<file path="src/rtl/evtmr_pkg.sv">
package evtmr_pkg;
  localparam int unsigned TW   = 64;
  localparam int unsigned HW   = TW / 2;
  localparam int unsigned AW   = 3;
  localparam int unsigned CFGW = 4;

  typedef logic [TW-1:0] tword_t;

  typedef enum logic [AW-1:0] {
    RA_CAP  = 3'd0,
    RA_GCFG = 3'd1,
    RA_CNT  = 3'd2,
    RA_CCFG = 3'd3,
    RA_CMP  = 3'd4
  } raddr_e;

  localparam int GC_RUN = 0;
  localparam int GC_LEG = 1;
  localparam int CC_EN  = 0;
  localparam int CC_PER = 1;
  localparam int CC_SET = 2;
  localparam int CC_M32 = 3;

  localparam logic LEG_SUPPORTED = 1'b1;

  // Equality on the full word or on the low half only.
  function automatic logic hits(tword_t cnt, tword_t cmp, logic m32);
    if (m32) return cnt[HW-1:0] == cmp[HW-1:0];
    return cnt == cmp;
  endfunction

  // Next comparator target after a periodic firing.
  function automatic tword_t advance(tword_t cmp, tword_t per, logic m32);
    tword_t s;
    if (m32) begin
      s = '0;
      s[HW-1:0] = cmp[HW-1:0] + per[HW-1:0];
    end else begin
      s = cmp + per;
    end
    return s;
  endfunction

  function automatic tword_t cap_word();
    tword_t w;
    w = '0;
    w[0]    = LEG_SUPPORTED;
    w[15:8] = 8'(TW);
    return w;
  endfunction
endpackage

</file>
<file path="src/rtl/evtmr_counter.sv">
module evtmr_counter
  import evtmr_pkg::*;
(
  input  logic   clk,
  input  logic   rst_n,
  input  logic   run,
  input  logic   ld,
  input  tword_t ld_val,
  output tword_t cnt
);
  always_ff @(posedge clk) begin
    if (!rst_n)   cnt <= '0;
    else if (ld)  cnt <= ld_val;
    else if (run) cnt <= cnt + tword_t'(1);
  end
endmodule

</file>
<file path="src/rtl/evtmr_channel.sv">
module evtmr_channel
  import evtmr_pkg::*;
(
  input  logic            clk,
  input  logic            rst_n,
  input  logic            cfg_wr,
  input  logic [CFGW-1:0] cfg_wdata,
  input  logic            cmp_wr,
  input  tword_t          cmp_wdata,
  input  tword_t          cnt,
  input  logic            run,
  output logic            en,
  output logic            per_mode,
  output logic            m32,
  output logic            set_pend,
  output logic            set_phase,
  output tword_t          cmp,
  output tword_t          period,
  output logic            fire,
  output logic            reload
);
  logic match;

  assign match  = hits(cnt, cmp, m32);
  assign fire   = en && run && match;
  assign reload = fire && per_mode;

  // Plain configuration bits
  always_ff @(posedge clk) begin
    if (!rst_n) begin
      en       <= 1'b0;
      per_mode <= 1'b0;
      m32      <= 1'b0;
    end else if (cfg_wr) begin
      en       <= cfg_wdata[CC_EN];
      per_mode <= cfg_wdata[CC_PER];
      m32      <= cfg_wdata[CC_M32];
    end
  end

  // Two-step comparator write sequencer
  always_ff @(posedge clk) begin
    if (!rst_n) begin
      set_pend  <= 1'b0;
      set_phase <= 1'b0;
    end else if (cfg_wr) begin
      set_pend  <= cfg_wdata[CC_SET];
      set_phase <= 1'b0;
    end else if (cmp_wr && set_pend) begin
      if (!set_phase) begin
        set_phase <= 1'b1;
      end else begin
        set_phase <= 1'b0;
        set_pend  <= 1'b0;
      end
    end
  end

  // Comparator and period; a register write outranks a reload
  always_ff @(posedge clk) begin
    if (!rst_n) begin
      cmp    <= '1;
      period <= '0;
    end else if (cmp_wr) begin
      if (!set_pend) begin
        cmp    <= cmp_wdata;
        period <= cmp_wdata;
      end else if (!set_phase) begin
        cmp    <= cmp_wdata;
      end else begin
        period <= cmp_wdata;
      end
    end else if (reload) begin
      cmp <= advance(cmp, period, m32);
    end
  end
endmodule

</file>
<file path="src/rtl/evtmr_rdmux.sv">
module evtmr_rdmux
  import evtmr_pkg::*;
(
  input  logic [AW-1:0] rd_addr,
  input  tword_t        cap,
  input  tword_t        gcfg,
  input  tword_t        cnt,
  input  tword_t        ccfg,
  input  tword_t        cmp,
  output tword_t        rd_data
);
  always_comb begin
    case (rd_addr)
      RA_CAP:  rd_data = cap;
      RA_GCFG: rd_data = gcfg;
      RA_CNT:  rd_data = cnt;
      RA_CCFG: rd_data = ccfg;
      RA_CMP:  rd_data = cmp;
      default: rd_data = '0;
    endcase
  end
endmodule

</file>
<file path="src/rtl/evtmr.sv">
module evtmr
  import evtmr_pkg::*;
(
  input  logic          clk,
  input  logic          rst_n,
  input  logic          wr_en,
  input  logic [AW-1:0] wr_addr,
  input  logic [TW-1:0] wr_data,
  input  logic [AW-1:0] rd_addr,
  output logic [TW-1:0] rd_data,
  output logic          ch_irq,
  output logic          legacy_route
);
  logic   run_q, leg_q;
  logic   wr_gcfg, wr_cnt, wr_ccfg, wr_cmp;
  logic   ch_en, ch_per, ch_m32, ch_set, set_phase, fire, reload;
  tword_t cnt_q, cmp_q, per_q;
  tword_t gcfg_word, ccfg_word;

  assign wr_gcfg = wr_en && (wr_addr == RA_GCFG);
  assign wr_cnt  = wr_en && (wr_addr == RA_CNT);
  assign wr_ccfg = wr_en && (wr_addr == RA_CCFG);
  assign wr_cmp  = wr_en && (wr_addr == RA_CMP);

  always_ff @(posedge clk) begin
    if (!rst_n) begin
      run_q <= 1'b0;
      leg_q <= 1'b0;
    end else if (wr_gcfg) begin
      run_q <= wr_data[GC_RUN];
      leg_q <= wr_data[GC_LEG];
    end
  end

  evtmr_counter u_cnt (
    .clk    (clk),
    .rst_n  (rst_n),
    .run    (run_q),
    .ld     (wr_cnt),
    .ld_val (wr_data),
    .cnt    (cnt_q)
  );

  evtmr_channel u_ch (
    .clk       (clk),
    .rst_n     (rst_n),
    .cfg_wr    (wr_ccfg),
    .cfg_wdata (wr_data[CFGW-1:0]),
    .cmp_wr    (wr_cmp),
    .cmp_wdata (wr_data),
    .cnt       (cnt_q),
    .run       (run_q),
    .en        (ch_en),
    .per_mode  (ch_per),
    .m32       (ch_m32),
    .set_pend  (ch_set),
    .set_phase (set_phase),
    .cmp       (cmp_q),
    .period    (per_q),
    .fire      (fire),
    .reload    (reload)
  );

  always_comb begin
    gcfg_word         = '0;
    gcfg_word[GC_RUN] = run_q;
    gcfg_word[GC_LEG] = leg_q;
    ccfg_word         = '0;
    ccfg_word[CC_EN]  = ch_en;
    ccfg_word[CC_PER] = ch_per;
    ccfg_word[CC_SET] = ch_set;
    ccfg_word[CC_M32] = ch_m32;
  end

  evtmr_rdmux u_rd (
    .rd_addr (rd_addr),
    .cap     (cap_word()),
    .gcfg    (gcfg_word),
    .cnt     (cnt_q),
    .ccfg    (ccfg_word),
    .cmp     (cmp_q),
    .rd_data (rd_data)
  );

  assign ch_irq       = fire;
  assign legacy_route = leg_q;
endmodule

</file>
<file path="config.mk">
export PLATFORM = sky130hd
export DESIGN_NAME = evtmr
export DESIGN_NICKNAME = d
export VERILOG_FILES = /design/src/rtl/evtmr_pkg.sv /design/src/rtl/evtmr_counter.sv /design/src/rtl/evtmr_channel.sv /design/src/rtl/evtmr_rdmux.sv /design/src/rtl/evtmr.sv
export SDC_FILE = /design/constraint.sdc
export NUM_CORES = 1
export LEC_CHECK = 0
export BUFFER_PORTS_ARGS = -buffer_cell sky130_fd_sc_hd__buf_4
export CORE_MARGIN = 3
export CORE_UTILIZATION = 55
export DETAILED_ROUTE_END_ITERATION = 6
export PLACE_DENSITY = 0.75
export SLEW_MARGIN = 20
export SYNTH_ARGS = -nofsm -noshare
export SYNTH_HDL_FRONTEND = slang
export SYNTH_SLANG_ARGS = --single-unit
</file>
<file path="constraint.sdc">
create_clock -name clk -period 8 [get_ports clk]
set_clock_uncertainty 0.15 [all_clocks]
set_input_delay 0.4 -clock clk [delete_from_list [all_inputs] [get_ports clk]]
set_output_delay 0.4 -clock clk [all_outputs]
set_load 0.02 [all_outputs]
</file>
# --- After elaboration in Yosys (flattened, before gate mapping) ---
# Cells that the tools add are included.
word_totals:
  regBits: 199
  wordCells: 60
  out_inout_bits: 66
  in_bits: 73
classes:
  n_mux: 17
  add_sub_neg: 3
  reduce_logical: 17
  eq_ne: 12
  n_bitwise: 1
ops:
  columns: ["op", "count"]
  rows:
  - ["64-bit 2-to-1 mux", 9]
  - ["64-bit one-hot mux with 5 select lines", 1]
  - ["64-bit by 1-bit adder with 64-bit output, second input constant", 1]
  - ["64-bit adder", 1]
  - ["64-bit equality test", 1]
  - ["32-bit adder", 1]
  - ["32-bit equality test", 1]
  - ["3-bit by 2-bit equality test with 1-bit output, second input constant", 4]
  - ["1-bit logical AND", 8]
  - ["2-bit nonzero test", 4]
  - ["1-bit 2-to-1 mux", 7]
  - ["3-bit by 1-bit equality test with 1-bit output, second input constant", 2]
  - ["3-bit equality test, second input constant", 2]
  - ["2-bit AND reduction", 3]
  - ["3-bit zero test", 1]
  - ["3-bit != test, second input constant", 1]
  - ["2-bit != test, second input constant", 1]
  - ["2-bit OR reduction", 1]
  - ["1-bit inverter", 1]

# --- Longest topological paths before layout ---
# Gate-level depths: netlist (run 1).
logic_depth:
  word_depth: 7
  mapped_depth: 14
  ltp_nobuf: 14

# --- Modules after synthesis ---
# From an unflattened synthesis (run 1), not the netlist that was laid out.
unflattened:
  cells_unflattened: 2056
  hier_area_um2: 15808.9
by_module_without_submodules:
  columns: ["mod", "seq_area_each_um2", "instances", "area_per_inst_um2", "cells_each"]
  rows:
  - ["evtmr_channel", 2662.6, 1, 9517.9, 1267]
  - ["evtmr_counter", 1281.2, 1, 3682.3, 463]
  - ["evtmr_rdmux", 0.0, 1, 2477.4, 311]
  - ["evtmr", 40.0, 1, 131.4, 15]

# --- Worst setup path before layout (run 1) ---
# OpenSTA, ideal clock, no wires.
synth_path:
  path_kind: "reg-to-reg"
  from: "reg u_ch.cmp[0]"
  to: "reg u_ch.cmp[58]"
  t_required_ns: 7.776
  arrival_ns: 3.292
  stages_incl_launch_ff: 14
  setup_ns: 0.074
  period_less_slack_ns: 3.516
  setup_slack_ns: 4.484
  path_buffers: 0
  path_cell_list: "dfxtp_1 -> ha_1 -> inv_1 -> fa_1 -> nor2b_1 -> o2111ai_1 -> a211oi_2 -> nor3_2 -> o41a_1 -> o311a_4 -> o21ai_4 -> a21oi_2 -> or4_1 -> a31oi_1"
synth_between:
  elab_chain_len: 7
  word_cells_on_any_way: 12
  classes_between: "1 x add/sub; 2 x eq/ne; 5 x mux; 4 x reduce/logical"
synth_lines:
  columns: ["element", "line_no", "text"]
  rows:
  - ["from (decl)", "evtmr_channel.sv:17", "output tword_t cmp,"]
  - ["from (signal assigned)", "evtmr_channel.sv:66", "cmp <= cmp_wdata;"]
  - ["from (signal assigned)", "evtmr_channel.sv:69", "cmp <= cmp_wdata;"]
  - ["from (signal assigned)", "evtmr_channel.sv:74", "cmp <= advance(cmp, period, m32);"]
  - ["parallel branches: the longest is 7 deep, another holds 64-bit adder", null, null]
# Parallel ways; which one is timed is not known. The select of a mux whose other input is x is not followed.
# A chain may end at the register's enable or synchronous reset.

# --- Worst setup path after layout (run 1) ---
layout_path:
  from: "reg u_ch.cmp[0]"
  to: "reg u_ch.cmp[56]"
# The elaborated chain is that of the path after synthesis.

==> results of run 1 <==
critical path, cell delays in order, from the launching register on:
cell	delay, ns
dfxtp_1	0.42
ha_1	0.21
inv_1	0.06
fa_1	0.38
nor2b_1	0.24
o2111ai_1	0.23
a211oi_2	0.27
nor3_2	0.10
o21ai_1	0.54
a211oi_2	0.26
o31a_1	0.40
o21ai_0	0.27
xor2_1	0.11
a221oi_1	0.28
nor2_1	0.07
state kept, by name, indices dropped and copies added, names as in the netlist:
register,cells
u_ch.cmp,64
u_ch.set_phase,1
u_ch.per_mode,1
u_ch.set_pend,1
u_ch.m32,1
run_q,1
legacy_route,1
u_cnt.cnt,64
u_ch.en,1
u_ch.period,64
cells in the final DEF (no fill, tap or decap), types with 50 or more instances in the layout:
master / n
a21boi_0: 69
ha_1: 64
xor2_1: 97
o21ai_0: 102
xnor2_1: 80
nor2_1: 150
a22oi_1: 64
o211a_1: 55
nand3_1: 50
buf_4: 151
a21oi_1: 110
dfxtp_1: 199
nand2_1: 340
cells by family after synthesis:
| family | synth area share, % |
|---|---|
| AO/OA/AOI/OAI | 27.6 |
| XOR/XNOR | 11.0 |
| adder cells (fa/ha/maj) | 5.84 |
| buffers and inverters | 4.22 |
| flip-flops | 28.3 |
| multiplexers | 0.863 |
| AND/OR/NAND/NOR | 22.1 |
worst paths after layout:
path,to,slack (ns)
setup reg to reg,u_ch.cmp[56],3.89
hold reg to reg,u_ch.period[50],0.32
setup / recovery,u_ch.cmp[56],3.89
hold / removal,u_cnt.cnt[38],0.05
cells in the mapped netlist, types with 14 or more instances:
cell        n
nor2b_1    17
and3_1     23
a22oi_1    64
o211ai_1   32
xor2_1     97
nand2_1   340
xnor2_1    80
a221oi_1   15
dfxtp_1   199
nor2_1    153
a21o_1     32
o211a_1    55
nor3_1     19
nor4_1     14
nand3_1    50
o21bai_1   16
clkbuf_1  111
inv_1      33
ha_1       64
nand4_1    44
a31oi_1    14
o21ai_0   102
a21oi_1   111
a21boi_0   69
per-stage QoR:
stage,cells,power [mW]
finish,2255,2.69
global route,2255,2.80
CTS,2255,2.68
detailed placement,2224,1.83
global placement,2224,1.83
floorplan,1872,1.60
final cells by class:
type / count / area [sq um] / share of cell area (%)
Clock buffer: 19 / 443 / 2.82
Clock inverter: 12 / 114 / 0.724
Tap cell: 324 / 405 / 2.58
Multi-Input combinational cell: 1517 / 9530 / 60.6
Inverter: 33 / 124 / 0.787
Sequential cell: 199 / 3980 / 25.3
Timing Repair Buffer: 151 / 1130 / 7.20
power breakdown:
part	internal [mW]	switching (mW)
Clock	0.418	0.441
Combinational	0.307	0.466
Sequential	1.02	0.0410
metal layers:
| layer | routed length, microns | share of wire (%) | GRT usage (%) |
|---|---|---|---|
| met5 | 0 | 0 | 0 |
| met4 | 1990 | 4.2 | 13.4 |
| met3 | 4050 | 8.5 | 5.52 |
| met2 | 21700 | 45 | 53.6 |
| met1 | 20100 | 42 | 44.8 |
==> results.toml, run 1 <==
[outcome]
status = "finished, final reports clean"

[place]
gp_congestion = 0.991
hpwl_mm = 34.2
place_area_sq_um = 15200
io_buffer_count = 138
post-place-ws_ns = 3.98

[timing]
finalSetupViolCount = 0
fin_tns_setup_ns = 0
whs_ns = 0.0548
period_needed_ns = 4.11
timing.final.hold_violations = 0
relSlewSlack_pct = 24.0
maxSlewViolCount = 0
timing.fmax_mhz = 243
worst_slack_ns = 3.89
fin_crit_sh_pct = 51.4
grt_setup_unrepaired = "no"
tightest_slew_ns = 1.14

[yosys]
synth.avg_cell_area_sq_um = 7.51
yosysTopAreaCell = "dfxtp_1"
synth.yosys.seq_area_share_pct = 28.3
synth_nets = 2010
ys_seq_elements = 199
synth_area_sq_um = 14100
synth-edff-count = 0
synth_area_leaders = "dfxtp_1 28%, nand2_1 9.1%, xor2_1 6.0%"
async_flop_share_pct = 0
synth_top_area_share_pct = 28.3
ys_warn_count = 0
postSynthCellCount = 1872
synth_cell_types = 66
ys.flop_type = "dfxtp_1"

[clock_network]
post_cts.repair.setup_buffers = 0
clkTransAtPathRegs_ns = 0.08
postCtsHoldBufs = 0
cts_buffer_depth = 2
cts_tree = "built"
htree_levels = 4
cts_root_buffer = "clkbuf_16"
cts_sinks = 199
clock_latency_ns = 0.45
cts_buffers = 17
cts-resized-gates = 0

[detailed_routing]
routedWlPerCell_microns = 21.2
num_vias = 14338
antenna_left = 0
postRouteWirelength_mm = 47.9
dr.pass1.iters = 6
drc = 0
drt_iter0_drc = 1603
drt-vias-per-instance = 6.36

[cells_and_area]
num_antenna_cells = 0
final_util_pct = 63.6
finalInstanceArea_sq_um = 15700
syn_to_final_growth_pct = 11.9
nets = 2057
n_fill_cell = 2266
drive_gt1_share_pct = 10.3

[global_route]
grt_overflow = 0
grt_max_degree = 95
track_usage_pct = 33.3
antenna_found_initial = 0
grt_first_pass_wirelength_mm = 74.9
grt_pass1_vias = 13387

[floorplanning]
die_y_microns = 166
fp.dieArea_sq_um = 27500
rows = 57
die-width_microns = 166
start_util_pct = 56.8
design.core.area_sq_um = 24700
io_pins = 139

[job]
cap_violations = 0

[setup_path]
cp-end-kind = "flop"
reg2reg_from = "u_ch.cmp[0]"
critPathArrivalTime_ns = 4.30
worst_setup_path_start_kind = "flop"
worst-path-max-fanout = 4
worst_r2r_path_depth = 14
critPathLaunch = "u_ch.cmp[0]"
critPathRequiredTime_ns = 8.19
path_class = "reg2reg"

[pwr]
irDropWorstVdd_v = 0.000114
p_leak_nw = 6.99
power.density_nw_per_um2 = 171

[min_path]
hold_class = "in2reg"
hp-start = "wr_data[38]"
timing.hold.worst_path_depth = 2
(Power assumes the default switching activity.)
==> inputs of run 2 (changes only) <==
--- a/config.mk
+++ b/config.mk
@@ -9,7 +9,7 @@
 export CORE_MARGIN = 3
 export CORE_UTILIZATION = 55
 export DETAILED_ROUTE_END_ITERATION = 6
-export PLACE_DENSITY = 0.75
+export PLACE_DENSITY = 0.78
 export SLEW_MARGIN = 20
 export SYNTH_ARGS = -nofsm -noshare
 export SYNTH_HDL_FRONTEND = slang
==> constraint.sdc (replaced) <==
create_clock -name clk -period 3.5 [get_ports clk]
set_clock_uncertainty 0.15 [all_clocks]
set_input_delay 0.175 -clock clk [delete_from_list [all_inputs] [get_ports clk]]
set_output_delay 0.175 -clock clk [all_outputs]
set_load 0.02 [all_outputs]
==> results.toml, run 2 (synthesis results as in run 1) <==
[place]
dp_cells = 2319
hpwl_mm = 37.3
gp_congestion = 1.05
io_buffer_count = 138
post-place-ws_ns = -0.0777

[pwr]
irDropWorstVdd_v = 0.000260
p_leak_nw = 7.83
power.density_nw_per_um2 = 378
p_total_mw = 6.56

[floorplanning]
start_util_pct = 56.8
design.core.area_sq_um = 24700
io_pins = 139
rows = 57
fp.dieArea_sq_um = 27500
die_y_microns = 166
die-width_microns = 166

[clock_network]
cts_buffers = 17
clock_latency_ns = 0.46
clkTransAtPathRegs_ns = 0.08
htree_levels = 4
cts_tree = "built"
cts_sinks = 199
cts_buffer_depth = 2
cts_root_buffer = "clkbuf_16"

[setup_path]
rr_endpoint = "u_ch.cmp[42]"
worst_setup_path_start_kind = "flop"
worst_r2r_path_depth = 15
worst-path-max-fanout = 3
cp-end-kind = "flop"
reg2reg_from = "u_ch.period[0]"
critPathArrivalTime_ns = 3.61
critPathRequiredTime_ns = 3.69
r2r_slack_ns = 0.09
path_class = "reg2reg"

[timing]
fin_tns_setup_ns = 0
fin_crit_sh_pct = 97.5
timing.fmax_mhz = 293
timing.final.hold_violations = 0
relSlewSlack_pct = 31.7
whs_ns = 0.0423
maxSlewViolCount = 0
worst_slack_ns = 0.0878
finalSetupViolCount = 0
period_needed_ns = 3.41
grt_setup_unrepaired = "yes"
tightest_slew_ns = 1.02

[min_path]
timing.hold.worst_path_depth = 2
hold_class = "in2reg"
hp-start = "rst_n"
holdPathEnd = "u_ch.cmp[31]"

[detailed_routing]
dr.pass1.iters = 7
num_vias = 15284
antenna_left = 0
drt_iter0_drc = 1691
postRouteWirelength_mm = 51.4
drt-vias-per-instance = 6.31
routedWlPerCell_microns = 21.2
drc = 5

[cells_and_area]
num_antenna_cells = 0
drive_gt1_share_pct = 15.1
syn_to_final_growth_pct = 23.6
reg_top3 = "u_ch.cmp: 64 flops, u_ch.period: 64 flops, u_cnt.cnt: 64 flops"
mostFrequentLayoutCells = "340 x nand2_1, 244 x buf_4, 196 x dfxtp_1"
layout_commonest_cell = "nand2_1"
fin_cells = 2421
nets = 2223

[global_route]
grt_first_pass_wirelength_mm = 80.0
grt_pass1_vias = 14289
grt_max_degree = 129
grt_overflow = 0
antenna_found_initial = 0
track_usage_pct = 35.8

[outcome]
status = "complete, but fails checks"
violations = "DRC"

[job]
cap_violations = 0
## run 2: per-stage QoR
| stage | utilization, % | instance area, sq um |
|---|---|---|
| after detailed placement | 64.5 | 16000 |
| after floorplan | - | 14100 |
| after global placement | 64.5 | 16000 |
| final | 70.2 | 17400 |
| after global routing | 70.2 | 17400 |
| after CTS | 69.8 | 17300 |
## run 2: worst max-delay path by stage
stage               cells past startpoint      endpoint  slack, ns           start
floorplan                              13  u_ch.cmp[58]       0.02     u_ch.cmp[0]
global placement                       15  u_ch.cmp[62]      -0.06     u_ch.cmp[0]
detailed placement                     13  u_ch.cmp[58]      -0.08     u_ch.cmp[0]
CTS                                    15  u_ch.cmp[42]      0.009     u_ch.cmp[0]
global route                           12  u_ch.cmp[61]      -0.03     u_ch.cmp[4]
finish                                 15  u_ch.cmp[42]       0.09  u_ch.period[0]
## run 2: where the power goes
group          internal [mW]  switching, mW
Combinational          0.889           1.15
Clock                   1.10           1.01
Sequential              2.33         0.0795
Total                   4.32           2.24
## run 2: layout make-up
cell class | instances | area, sq um
multi-input combinational | 1517 | 9630
clock inverter | 13 | 166
clock buffer | 18 | 439
timing repair buffer | 317 | 2610
fill | 2027 | 7380
inverter | 33 | 124
sequential | 199 | 3990
tap | 324 | 405
## run 2: repair_timing
action / 4_1_cts / 5_1_grt
pin swaps: 5 / 12
gates resized for setup: 2 / 22
setup buffers: 2 / 2
endpoints found under the hold margin: 189 / 0
setup endpoints to repair: 5 / 44
hold buffers: 67 / 0
## run 2: metal layers
layer	part of all wire, %	wire, microns	global-route usage [%]
met5	0	0	0
met4	5.2	2660	17.0
met3	8.6	4440	6.38
met2	45	23100	56.5
met1	41	21200	47.8
## run 2: worst max-delay path: stages, from the launching register on
cell and delay (ns):
dfxtp_1 0.34, ha_2 0.18, inv_1 0.05, fa_2 0.36, nor2b_4 0.16, o2111ai_4 0.13, a211oi_2 0.25, nor3_2 0.09
o41a_1 0.35, o311a_4 0.36, buf_4 0.16, nor3_2 0.19, nor2_1 0.08, xnor2_1 0.14, a221oi_1 0.25, nor2_1 0.07
==> inputs of run 3 (changes only) <==
--- a/config.mk
+++ b/config.mk
@@ -10,6 +10,8 @@
 export CORE_UTILIZATION = 55
 export DETAILED_ROUTE_END_ITERATION = 6
 export PLACE_DENSITY = 0.78
+export REMOVE_ABC_BUFFERS = 1
+export SETUP_SLACK_MARGIN = 0.1
 export SLEW_MARGIN = 20
 export SYNTH_ARGS = -nofsm -noshare
 export SYNTH_HDL_FRONTEND = slang
==> results.toml, run 3 (synthesis results as in run 1) <==
[outcome]
status = "complete, but fails checks"
violations = "DRC, setup timing"

[global_route]
grt_overflow = 0
grt_first_pass_wirelength_mm = 77.2
grt_max_degree = 129
track_usage_pct = 34.0
antenna_found_initial = 1
grt_pass1_vias = 14344

[setup_path]
cp.depth = 15
r2r_slack_ns = -0.14
crit_family = "compound AO/OA/AOI/OAI gates"
worst_setup_path_start_kind = "flop"
cp_common_cell = "nor3_4"
path_buf_inv = 2
worst_r2r_path_depth = 15
reg2reg_from = "u_ch.period[0]"
critPathRequiredTime_ns = 3.66
cp-endpoint = "u_ch.cmp[42]"
slowest_delay_ns = 0.39
cp-end-kind = "flop"
cpMaxStageDelayCell = "fa_2"
critPathLaunch = "u_ch.period[0]"
path_class = "reg2reg"
critPathArrivalTime_ns = 3.80
rr_endpoint = "u_ch.cmp[42]"
cp_cell_sequence = "ha_4 > inv_2 > fa_2 > nor2b_4 > o2111ai_2 > a211oi_2 > nor3_4 > o41a_1 > o311a_4 > buf_6 > nor3_4 > nor2_2 > xnor2_1 > a221oi_1 > nor2_1"
worst-path-max-fanout = 3

[detailed_routing]
antenna_left = 0
dr.pass1.iters = 7
num_vias = 15246
routedWlPerCell_microns = 20.4
drt_iter0_drc = 1670
drt-vias-per-instance = 6.27
postRouteWirelength_mm = 49.7
drc = 2

[floorplanning]
design.core.area_sq_um = 24700
die-width_microns = 166
die_y_microns = 166
start_util_pct = 56.8
rows = 57
io_pins = 139
fp.dieArea_sq_um = 27500

[clock_network]
clkTransAtPathRegs_ns = 0.08
cts_tree = "built"
cts_buffer_depth = 2
htree_levels = 4
cts_root_buffer = "clkbuf_16"
cts_buffers = 17
cts_sinks = 199
clock_latency_ns = 0.45

[place]
gp_congestion = 0.958
hpwl_mm = 35.4
io_buffer_count = 138
post-place-ws_ns = -0.172

[cells_and_area]
final_util_pct = 71.8
syn_to_final_growth_pct = 26.4
layout_commonest_cell = "nand2_1"
mostFrequentLayoutCells = "340 x nand2_1, 247 x buf_4, 184 x dfxtp_1"
nets = 2233
drive_gt1_share_pct = 17.6
reg_top3 = "u_ch.cmp: 64 flops, u_ch.period: 64 flops, u_cnt.cnt: 64 flops"
num_antenna_cells = 0

[timing]
timing.fmax_mhz = 275
tightest_slew_ns = 0.918
fin_crit_sh_pct = 104
period_needed_ns = 3.64
finalSetupViolCount = 1
maxSlewViolCount = 0
timing.final.hold_violations = 0
relSlewSlack_pct = 38.6
grt_setup_unrepaired = "yes"
worst_slack_ns = -0.143
fin_tns_setup_ns = -0.143
whs_ns = 0.0559

[pwr]
irDropWorstVdd_v = 0.000325
p_total_mw = 6.76
p_leak_nw = 7.96
power.density_nw_per_um2 = 380

[job]
cap_violations = 0

[min_path]
hold_class = "in2reg"
## run 3: changes by cell type in the layout (fill, tap and decap cells not counted), sizes merged
| cell | change |
|---|---|
| buf | +9 |
| clkbuf | -1 |
| clkinvlp | -1 |
| dlygate4sd3 | +1 |
| inv | +3 |
## run 3: repair_timing
item,4_1_cts,5_1_grt
hold buffers,68,0
pin swaps,22,21
endpoints found under the hold margin,192,0
resized for setup,18,67
endpoints found under the setup margin,11,21
cloned,0,0
setup buffers,11,4
## run 3: worst min path at each step
stage,depth (start not counted),slack [ns],start,to
after detailed placement,2,0.29,wr_data[20],u_cnt.cnt[20]
final,4,0.06,wr_en,u_ch.set_pend
after CTS,4,0.04,wr_en,u_ch.set_pend
after global placement,2,0.29,wr_data[5],u_cnt.cnt[5]
after floorplan,1,0.09,rst_n,u_ch.cmp[10]
after global routing,4,0.07,wr_en,u_ch.set_pend
## run 3: area by class of cell
type	count	area [sq um]
Fill cell	2018	6970
Clock buffer	17	425
Multi-Input combinational cell	1517	9880
Inverter	33	124
Tap cell	324	405
Sequential cell	199	4000
Timing Repair Buffer	327	2730
Clock inverter	15	205
## run 3: per-stage QoR
step           instances  area (sq um)
2_1_floorplan       1749         13600
3_3_place_gp        2317         16000
3_5_place_dp        2317         16000
4_1_cts             2428         17400
5_1_grt             2432         17800
6_report            2432         17800
## run 3: layer usage
metal / up-vias / GRT usage [%] / part of all wire, %
met5: - / 0 / 0.026
met4: 2 / 10.7 / 3.1
met3: 113 / 5.95 / 9.0
met2: 776 / 54.1 / 45
met1: 7249 / 47.3 / 43
li1: 7106 / - / -
## run 3: worst reg2reg max path: cells and delay by family (launching register included)
kind / cells / cell delay [ns]
AOI/OAI and AO/OA: 5 / 1.59
and+or+nand+nor: 5 / 0.55
adders and majority gates: 2 / 0.53
DFF: 1 / 0.36
buffers and inverters: 2 / 0.18
xor gates and xnor gates: 1 / 0.16
## run 3: power breakdown
group | leakage (nW) | switching [mW] | internal, mW
clock network | 0.308 | 1.06 | 1.10
logic | 6.04 | 1.20 | 0.977
registers | 1.61 | 0.0855 | 2.33
